--- config.mk ---
export PLATFORM = sky130hd
export DESIGN_NAME = lupc_counter
export DESIGN_NICKNAME = d
export VERILOG_FILES = /design/src/rtl/lupc_pkg.sv /design/src/rtl/lupc_hold_reg.sv /design/src/rtl/lupc_next.sv /design/src/rtl/lupc_counter.sv
export SDC_FILE = /design/constraint.sdc
export NUM_CORES = 1
export LEC_CHECK = 0
export BUFFER_PORTS_ARGS = -buffer_cell sky130_fd_sc_hd__buf_2
export CAP_MARGIN = 0
export CORE_MARGIN = 3
export CORE_UTILIZATION = 56
export CTS_CLUSTER_DIAMETER = 100
export DETAILED_ROUTE_END_ITERATION = 10
export PLACE_DENSITY = 0.82
export SYNTH_ARGS = -nofsm -noshare
export SYNTH_HDL_FRONTEND = slang
export SYNTH_SLANG_ARGS = --single-unit
--- constraint.sdc ---
create_clock -name clk -period 4.1 [get_ports clk]
set_input_delay 0.41 -clock clk [delete_from_list [all_inputs] [get_ports clk]]
set_output_delay 0.41 -clock clk [all_outputs]
set_load 0.02 [all_outputs]
--- src/rtl/lupc_pkg.sv ---
// Package: shared selector encoding for the latched-upper program counter.
// Assumes: nothing beyond IEEE 1800-2017.
package lupc_pkg;

    // Which source feeds the counter register on the next edge.
    typedef enum logic [2:0] {
        SEL_HOLD = 3'd0,
        SEL_STEP = 3'd1,
        SEL_SKIP = 3'd2,
        SEL_JUMP = 3'd3,
        SEL_LOWR = 3'd4
    } pc_sel_e;

    localparam int unsigned INSN_BYTES = 2;

endpackage

--- src/rtl/lupc_hold_reg.sv ---
// Module: one holding register for an upper slice of the counter.
// Loads from the data bus on a direct write. Otherwise refreshes from the
// live counter slice on a low-byte read. Otherwise keeps its value.
// Assumes: synchronous active-low reset; a direct write beats a refresh.
module lupc_hold_reg #(
    parameter int unsigned W = 8
) (
    input  logic         clk,
    input  logic         rst_n,
    input  logic         wr_en,
    input  logic [W-1:0] wr_data,
    input  logic         refresh_en,
    input  logic [W-1:0] live_slice,
    output logic [W-1:0] hold_q
);

    // Holding register update: reset, direct write, refresh, keep.
    always_ff @(posedge clk) begin
        if (!rst_n) begin
            hold_q <= '0;
        end else if (wr_en) begin
            hold_q <= wr_data;
        end else if (refresh_en) begin
            hold_q <= live_slice;
        end
    end

endmodule

--- src/rtl/lupc_next.sv ---
// Module: next-counter selector and adders.
// Priority: low-byte write > jump > skip > step > hold.
// Assumes: all arithmetic wraps at the address width; outputs are even.
module lupc_next
    import lupc_pkg::*;
#(
    parameter int unsigned ADDR_W = 21,
    parameter int unsigned BYTE_W = 8,
    localparam int unsigned UP_W  = ADDR_W - 2 * BYTE_W
) (
    input  logic              step_en,
    input  logic              skip_en,
    input  logic              jump_en,
    input  logic [ADDR_W-1:0] jump_addr,
    input  logic              lo_wr_en,
    input  logic [BYTE_W-1:0] lo_wr_data,
    input  logic [ADDR_W-1:0] pc_q,
    input  logic [BYTE_W-1:0] hold_hi,
    input  logic [UP_W-1:0]   hold_up,
    output pc_sel_e           sel,
    output logic [ADDR_W-1:0] pc_d
);

    localparam logic [ADDR_W-1:0] STEP_INC = ADDR_W'(INSN_BYTES);
    localparam logic [ADDR_W-1:0] SKIP_INC = ADDR_W'(2 * INSN_BYTES);

    logic [ADDR_W-1:0] lowr_val;
    logic [ADDR_W-1:0] jump_val;

    // Operand forming: splice the holding registers, clear bit 0.
    always_comb begin
        lowr_val = {hold_up, hold_hi, lo_wr_data & ~BYTE_W'(1)};
        jump_val = jump_addr & ~ADDR_W'(1);
    end

    // Source priority decode.
    always_comb begin
        if (lo_wr_en)     sel = SEL_LOWR;
        else if (jump_en) sel = SEL_JUMP;
        else if (skip_en) sel = SEL_SKIP;
        else if (step_en) sel = SEL_STEP;
        else              sel = SEL_HOLD;
    end

    // Next value mux.
    always_comb begin
        unique case (sel)
            SEL_LOWR: pc_d = lowr_val;
            SEL_JUMP: pc_d = jump_val;
            SEL_SKIP: pc_d = pc_q + SKIP_INC;
            SEL_STEP: pc_d = pc_q + STEP_INC;
            default:  pc_d = pc_q;
        endcase
    end

endmodule

--- src/rtl/lupc_counter.sv ---
// Module: top of the latched-upper program counter.
// Holds the counter and two holding registers for its upper slices.
// A low-byte write rebuilds the counter from the holding registers.
// A low-byte read refreshes them from the live counter.
// Assumes: ADDR_W > 2*BYTE_W; synchronous active-low reset.
module lupc_counter #(
    parameter int unsigned ADDR_W = 21,
    parameter int unsigned BYTE_W = 8,
    localparam int unsigned UP_W  = ADDR_W - 2 * BYTE_W
) (
    input  logic              clk,
    input  logic              rst_n,
    input  logic              step_en,
    input  logic              skip_en,
    input  logic              jump_en,
    input  logic [ADDR_W-1:0] jump_addr,
    input  logic              lo_wr_en,
    input  logic [BYTE_W-1:0] lo_wr_data,
    input  logic              lo_rd_en,
    input  logic              hi_hold_wr_en,
    input  logic [BYTE_W-1:0] hi_hold_wr_data,
    input  logic              up_hold_wr_en,
    input  logic [UP_W-1:0]   up_hold_wr_data,
    output logic [ADDR_W-1:0] pc_o
);

    logic [ADDR_W-1:0]      pc_q;
    logic [ADDR_W-1:0]      pc_d;
    logic [BYTE_W-1:0]      hold_hi_q;
    logic [UP_W-1:0]        hold_up_q;
    lupc_pkg::pc_sel_e      sel;

    lupc_hold_reg #(.W(BYTE_W)) u_hold_hi (
        .clk        (clk),
        .rst_n      (rst_n),
        .wr_en      (hi_hold_wr_en),
        .wr_data    (hi_hold_wr_data),
        .refresh_en (lo_rd_en),
        .live_slice (pc_q[2*BYTE_W-1:BYTE_W]),
        .hold_q     (hold_hi_q)
    );

    lupc_hold_reg #(.W(UP_W)) u_hold_up (
        .clk        (clk),
        .rst_n      (rst_n),
        .wr_en      (up_hold_wr_en),
        .wr_data    (up_hold_wr_data),
        .refresh_en (lo_rd_en),
        .live_slice (pc_q[ADDR_W-1:2*BYTE_W]),
        .hold_q     (hold_up_q)
    );

    lupc_next #(.ADDR_W(ADDR_W), .BYTE_W(BYTE_W)) u_next (
        .step_en    (step_en),
        .skip_en    (skip_en),
        .jump_en    (jump_en),
        .jump_addr  (jump_addr),
        .lo_wr_en   (lo_wr_en),
        .lo_wr_data (lo_wr_data),
        .pc_q       (pc_q),
        .hold_hi    (hold_hi_q),
        .hold_up    (hold_up_q),
        .sel        (sel),
        .pc_d       (pc_d)
    );

    // Counter register: clear on reset, else take the selected next value.
    always_ff @(posedge clk) begin
        if (!rst_n) pc_q <= '0;
        else        pc_q <= pc_d;
    end

    assign pc_o = pc_q;

endmodule

==> flow_summary.ini, run 1 <==
[floorplan]
fp.dieH_um = 71.6
initial_utilization_pct = 59.0
io_pins = 72
die_w_um = 71.6
core.rowCount = 23
core-area_sq_um = 4090
die_area_sq_um = 5130

[place]
gp_congestion = 0.987
post-dp-hpwl_mm = 4.87
portBuffers = 68
place_ws_ns = 1.68

[outcome]
outcome = completed

[synth]
synthMostInstantiatedCell = nor2_1
synth_top_cell_by_area = dfxtp_1
ys_ff_latch = 33
dominantRegCellSynth = dfxtp_1
synthTopCellsByCount = 44 x nor2_1, 39 x a21oi_1, 33 x dfxtp_1, 26 x nand2_1, 19 x o21ai_0
synth_edf_count = 0
netlist_top_cells_area = dfxtp_1 27%, a21oi_1 8.1%, nor2_1 6.9%
synth_cell_type_count = 59
synth_warnings = 0
yosysTopAreaCellShare_pct = 27.4
syn-num-nets = 379
ys_seq_area_share_pct = 27.4
synthArstFlopShare_pct = 0
syn_inst = 326
synth_area_sq_um = 2410
synth_area_per_cell_sq_um = 7.39

[sta]
min_period_ns = 2.29
fin_crit_sh_pct = 55.8
slew_headroom_pct = 51.1
setup_viol = 0
tightest_slew_ns = 0.727
setup_tns_ns = 0
fmaxAchievable_mhz = 437
layout_setup_ws_ns = 1.81
clock_skew_ns = 0.00673
hold_viol_final = 0
finalMaxSlewViolations = 0
rsz0062_at_grt = no

[setup_path]
cp.arrival_ns = 2.46
required_ns = 4.28
crit_type = flip-flop to flip-flop
cp-start-kind = flip-flop
path_max_fanout = 7
end_kind = flip-flop

[power_and_ir_drop]
max-vdd-ir-drop_v = 0.000242
p_per_area_nw_per_um2 = 312
leakage_nw = 1.19

[min_path]
hp-class = input pin to flip-flop

[cts]
postCtsSetupBuffers = 0
postCtsResizedCells = 0
ctsHoldBuffers = 0
numCtsBuffers = 5
cts.clk_slew.worst_paths_ns = 0.07
clockBufferDepth = 2
cts.sinks = 33
worstSkewPairLatency_ns = 0.29
tritoncts = done
htree_levels = 2
cts_root_buf = clkbuf_8

[routing]
drt_first_pass_iters = 5
avgRoutedWirePerCell_um = 16.9
first_iter_violations = 313
routed_wl_mm = 7.22
ant_nets = 0
vias_per_cell = 6.35
vias = 2706
route.detailed.drc = 0

[finish]
multi_input_area_sq_um = 1600
area_growth_pct = 16.9
fill_cells = 377
diodes = 0
drive_gt1_share_pct = 23.4
seq_area_sq_um = 661
nets = 428

[grt]
grt_pass1_vias = 2477
grt_pass1_wl_mm = 11.7
grt_use_total_pct = 28.5
grt_antenna_before_repair = 0
grt_max_degree = 33
globalRouteOverflowTotal = 0

[flow_run]
maxCapViolations = 0
path summary, 6_finish.rpt:
| path | end | start | cells past startpoint | slack (ns) |
|---|---|---|---|---|
| worst max-delay path | pc_o[20] | pc_o[3] | 5 | 1.81 |
| worst min-delay path | u_hold_hi.hold_q[7] | hi_hold_wr_data[7] | 3 | 0.35 |
| worst min register to register | pc_o[12] | u_hold_hi.hold_q[4] | 2 | 0.56 |
| worst max register to register | pc_o[20] | pc_o[3] | 5 | 1.81 |
stage by stage:
stage / hold slack (ns) / utilization [%] / area, sq um / power (mW) / instances
CTS: 0.343 / 69.0 / 2820 / 0.880 / 426
global route: 0.350 / 69.0 / 2820 / 0.918 / 426
detailed placement: 0.546 / 66.1 / 2700 / 0.559 / 418
finish: 0.346 / 69.0 / 2820 / 0.880 / 426
floorplan: 0.522 / - / 2410 / 0.499 / 326
global placement: 0.544 / 66.1 / 2700 / 0.555 / 418
registers in the layout, summed over array words and instances (netlist names):
name / cells
pc_o: 20
u_hold_hi.hold_q: 8
u_hold_up.hold_q: 5
cell families (layout without fill, tap and decap cells):
| family | count (synthesis) | in the layout | synth area share, % |
|---|---|---|---|
| flops | 33 | 33 | 27.4 |
| fa+ha+maj | 2 | 2 | 1.04 |
| xor+xnor | 12 | 12 | 4.36 |
| buf+inv | 35 | 85 | 6.33 |
| other cells | 1 | 1 | 0.156 |
| simple gates | 122 | 122 | 26.0 |
| mux | 16 | 16 | 6.75 |
| compound gates | 105 | 105 | 28.0 |
area by class of cell:
type                       instances  share of cell area [%]
clock buffer                       7                    3.06
tap                               50                    2.22
multi-input combinational        258                    56.7
sequential                        33                    23.4
inverter                           7                   0.933
clock inverter                     1                    1.07
timing repair buffer              70                    12.6
routing by layer:
metal  vias up  global-route usage [%]  part of all wire, %
met5         -                       0                    0
met4         0                    9.60                  1.3
met3        10                    5.47                  8.2
met2       130                    45.7                   47
met1      1259                    38.3                   44
li1       1307                       -                    -
cells in the final DEF, fill, tap and decap left out, drive strengths merged, types with 3 or more instances in the layout:
cell type  instances
a21oi             39
xnor2              7
nand3              9
nor3              10
mux2i             14
a31oi              3
nand2             26
o21ai             20
a221oi             8
dfxtp             33
xor2               5
buf               70
nor4               7
nor2              44
o31ai              3
o221ai             7
and3               4
clkbuf             7
nand4              7
or2                3
a211oi             4
inv                7
a21o               3
power by group:
part	switching, mW	total, mW	internal, mW
combinational	0.105	0.180	0.0748
sequential	0.0348	0.377	0.342
clock	0.125	0.324	0.198
worst max-delay path, stage by stage, from the launching register on:
cell     delay [ns]
dfxtp_1        0.46
ha_1           0.26
nand4_2        0.20
nor4_1         0.70
nand4_1        0.17
a221o_1        0.37
Power figures use the tool's default switching activity.
==> inputs of run 2 (changes only) <==
- CORE_UTILIZATION: 56 -> 47
- PLACE_DENSITY: 0.82 -> 0.73
- clock period: 4.1 -> 1.84 ns (I/O delays scaled with it)
==> flow_summary.ini, run 2 (synthesized netlist as in run 1, its figures left out) <==
[setup_path]
path_max_fanout = 5
cpMaxStageDelayCell = dfxtp_2
r2r_end = pc_o[20]
cp_cell_sequence = ha_2 -> nand4_4 -> nor4_2 -> buf_4 -> nand4_1 -> a221o_1
required_ns = 2.02
reg2reg_from = pc_o[3]
r2r_slack_ns = 0.08
ff2ff_path_depth = 6
cpPeakStageDelay_ns = 0.38
end_kind = flip-flop
cp.arrival_ns = 1.94
cp-start-kind = flip-flop
crit_type = flip-flop to flip-flop

[floorplan]
io_pins = 72
initial_utilization_pct = 49.7
die_w_um = 77.6
fp.dieH_um = 77.6
die_area_sq_um = 6020
core-area_sq_um = 4850
core.rowCount = 25

[routing]
ant_nets = 0
vias_per_cell = 5.88
first_iter_violations = 181
vias = 2805
avgRoutedWirePerCell_um = 16.5
route.detailed.drc = 0
drt_first_pass_iters = 5
routed_wl_mm = 7.86

[grt]
grt_pass1_vias = 2518
grt_antenna_before_repair = 0
grt_pass1_wl_mm = 12.6
grt_max_degree = 22
globalRouteOverflowTotal = 0
grt_use_total_pct = 25.9

[sta]
fin_crit_sh_pct = 95.7
setup_viol = 0
clock_skew_ns = 0.00448
finalMaxSlewViolations = 0
fmaxAchievable_mhz = 568
min_period_ns = 1.76
hold_viol_final = 0

[cts]
clockBufferDepth = 2
worstSkewPairLatency_ns = 0.29
tritoncts = done
cts_root_buf = clkbuf_8
htree_levels = 2
numCtsBuffers = 5
cts.sinks = 33
cts.clk_slew.worst_paths_ns = 0.07

[power_and_ir_drop]
seq_power_share_pct = 40.2
p_int_mw = 1.42
max-vdd-ir-drop_v = 0.000397
swShare_pct = 30.0
power_mw = 2.02
p_per_area_nw_per_um2 = 643
leakage_nw = 1.35
power.share.combinational_pct = 24.2
p_sw_mw = 0.607
clkPwrFrac_pct = 35.6

[finish]
diodes = 0
area_growth_pct = 30.7
fin_cells = 477
drive_gt1_share_pct = 32.2
final_cell_mix = 68 x buf_2, 44 x nor2_1, 39 x a21oi_1
largest_reg_flops = 20
final_common_cell = buf_2
nets = 462

[outcome]
outcome = completed

[min_path]
min_from = up_hold_wr_data[3]
hp-class = input pin to flip-flop
whs_path_depth = 3
whs_endpoint = u_hold_up.hold_q[3]

[place]
portBuffers = 68
gp_congestion = 0.976
post-dp-hpwl_mm = 5.71
place_inst = 468

[flow_run]
maxCapViolations = 0
## run 2: power groups by stage
| stage | sequential [mW] | clock (mW) | combinational, mW |
|---|---|---|---|
| 6_report | 0.814 | 0.721 | 0.489 |
| 5_1_grt | 0.821 | 0.755 | 0.539 |
| 4_1_cts | 0.813 | 0.733 | 0.484 |
| 3_5_place_dp | 0.827 | 0 | 0.480 |
| 3_3_place_gp | 0.823 | 0 | 0.475 |
| 2_1_floorplan | 0.860 | 0 | 0.252 |
## run 2: metal layers
metal,vias to the layer above,GRT usage [%],part of all wire [%]
li1,1374,-,-
met1,1282,36.1,43
met2,133,41.7,48
met3,16,4.52,7.4
met4,0,5.87,1.4
met5,-,0,0
## run 2: worst max path at each step
stage                 start        to  slack (ns)  cells after the start
floorplan           pc_o[1]  pc_o[19]        0.04                      6
global placement    pc_o[2]  pc_o[20]        0.06                      6
detailed placement  pc_o[2]  pc_o[20]        0.02                      6
CTS                 pc_o[2]  pc_o[20]        0.03                      6
global route        pc_o[3]  pc_o[20]      -0.007                      6
finish              pc_o[3]  pc_o[20]        0.08                      6
## run 2: final cells by class
type | instances | area, sq um
clock buffer | 7 | 86.3
clock inverter | 1 | 30.0
fill | 441 | 1700
inverter | 7 | 26.3
multi-input combinational | 258 | 1650
sequential | 33 | 666
tap | 67 | 83.8
timing repair buffer | 104 | 611
## run 2: per-stage QoR
step / util [%] / TNS (ns) / worst slack (ns) / hold WS (ns) / cell area, sq um
after floorplan: - / 0 / 0.0369 / 0.322 / 2420
final: 65.0 / 0 / 0.0791 / 0.118 / 3150
after global routing: 65.0 / -0.0114 / -0.00696 / 0.126 / 3150
after global placement: 61.4 / 0 / 0.0554 / 0.406 / 2980
after detailed placement: 61.4 / 0 / 0.0174 / 0.415 / 2980
after CTS: 64.0 / 0 / 0.0343 / 0.112 / 3100
## run 2: timing repair
action | CTS | global route
hold buffers | 0 | 0
setup buffers | 0 | 1
pin swaps | 0 | 2
setup endpoints to repair | 1 | 7
gates resized for setup | 1 | 8
## run 2: critical path, delay by kind of cell, from the launching register on
family | cells | cell delay, ns
AND/OR/NAND/NOR | 3 | 0.51
flip-flops | 1 | 0.38
AO/OA/AOI/OAI | 1 | 0.36
adder cells (fa/ha/maj) | 1 | 0.22
buffers and inverters | 1 | 0.17
==> inputs of run 3 (changes only) <==
- BUFFER_PORTS_ARGS: -buffer_cell sky130_fd_sc_hd__buf_2 -> unset
- CORE_UTILIZATION: 47 -> 60
- DONT_BUFFER_PORTS: unset -> 1
- PLACE_DENSITY: 0.73 -> 0.72
- clock period: 1.84 -> 1.85 ns (I/O delays scaled with it)
==> flow_summary.ini, run 3 (synthesized netlist as in run 1, its figures left out) <==
[grt]
grt_pass1_wl_mm = 11.8
grt_antenna_before_repair = 0
grt_max_degree = 33
grt_use_total_pct = 30.0
grt_pass1_vias = 2430
globalRouteOverflowTotal = 0

[place]
post-dp-hpwl_mm = 5.25
portBuffers = 0
gp_congestion = 0.898
place_ws_ns = 0.0275

[finish]
final_common_cell = nor2_1
nets = 397
drive_gt1_share_pct = 18.6
fill_cells = 306
largest_reg_flops = 20
diodes = 0
multi_input_area_sq_um = 1650
area_growth_pct = 15.7
final_cell_mix = 44 x nor2_1, 39 x a21oi_1, 38 x buf_4
seq_area_sq_um = 669

[floorplan]
core-area_sq_um = 3770
io_pins = 72
core.rowCount = 22
die_w_um = 69.4
die_area_sq_um = 4810
fp.dieH_um = 69.4
initial_utilization_pct = 63.9

[routing]
routed_wl_mm = 7.42
vias = 2549
route.detailed.drc = 0
ant_nets = 0
first_iter_violations = 219
vias_per_cell = 6.50
drt_first_pass_iters = 4
avgRoutedWirePerCell_um = 18.9

[sta]
slew_headroom_pct = 56.7
min_period_ns = 1.76
setup_tns_ns = 0
hold_viol_final = 0
layout_setup_ws_ns = 0.0891
tightest_slew_ns = 0.644
fin_crit_sh_pct = 95.2
clock_skew_ns = 0.00376
setup_viol = 0
finalMaxSlewViolations = 0
fmaxAchievable_mhz = 568
hold_ws_ns = 0.0182
rsz0062_at_grt = no

[power_and_ir_drop]
leakage_nw = 1.10
power_mw = 1.75
p_per_area_nw_per_um2 = 629
max-vdd-ir-drop_v = 0.000621

[cts]
cts_root_buf = clkbuf_8
tritoncts = done
htree_levels = 2
numCtsBuffers = 5
cts.sinks = 33
postCtsSetupBuffers = 0
worstSkewPairLatency_ns = 0.29
cts.clk_slew.worst_paths_ns = 0.07
clockBufferDepth = 2

[setup_path]
crit_type = flip-flop to flip-flop
cp-start-kind = flip-flop
required_ns = 2.02
path_max_fanout = 4
end_kind = flip-flop
cp.arrival_ns = 1.93

[min_path]
hp-class = input pin to flip-flop

[outcome]
outcome = completed

[flow_run]
maxCapViolations = 0
## run 3: cell types whose count changed in the layout (fill, tap and decap cells not counted), moves of 3 or more
cell     delta
nor4_2      -3
nor3_2      -3
buf_2      -68
dfxtp_2     +3
nor3_1      +3
dfxtp_1     -3
## run 3: report_power, final
group / switching, mW / internal [mW]
Clock: 0.274 / 0.295
Sequential: 0.0559 / 0.760
Combinational: 0.204 / 0.165
Total: 0.533 / 1.22
## run 3: final timing paths
path / start / endpoint / slack, ns / cells after the start
worst max-delay path: pc_o[8] / pc_o[19] / 0.09 / 6
worst min-delay path: rst_n / pc_o[3] / 0.02 / 2
worst max register to register: pc_o[8] / pc_o[19] / 0.09 / 6
worst min register to register: u_hold_up.hold_q[2] / pc_o[18] / 0.58 / 2
## run 3: critical path, stage by stage (launching register included)
cell and delay, ns:
dfxtp_1 0.39, nand4_1 0.24, buf_4 0.22, nor3_1 0.25
mux2_2 0.37, nand2_1 0.07, a41oi_1 0.08
## run 3: final cells by class
| type | count | area share (%) |
|---|---|---|
| repair buffers | 39 | 10.6 |
| flip-flops and latches | 33 | 24.0 |
| well taps | 48 | 2.15 |
| inverters | 7 | 0.942 |
| clock buffers | 7 | 3.10 |
| multi-input cells | 258 | 59.2 |
## run 3: per-stage QoR
step,utilization [%],instance area [sq um],cells
finish,74.0,2790,392
CTS,72.5,2730,392
global route,74.0,2790,392
global placement,69.9,2640,384
floorplan,-,2420,326
detailed placement,69.9,2640,384
## run 3: routing by layer
metal | wire (um) | track usage [%] | vias up
met5 | 0 | 0 | -
met4 | 118 | 9.11 | 0
met3 | 703 | 6.96 | 13
met2 | 3520 | 49.6 | 116
met1 | 3080 | 38.6 | 1184
li1 | - | - | 1236
## run 3: what timing repair did
action	4_1_cts	5_1_grt
resized for setup	0	11
hold buffers	1	0
setup endpoints to repair	0	6
endpoints found under the hold margin	1	0
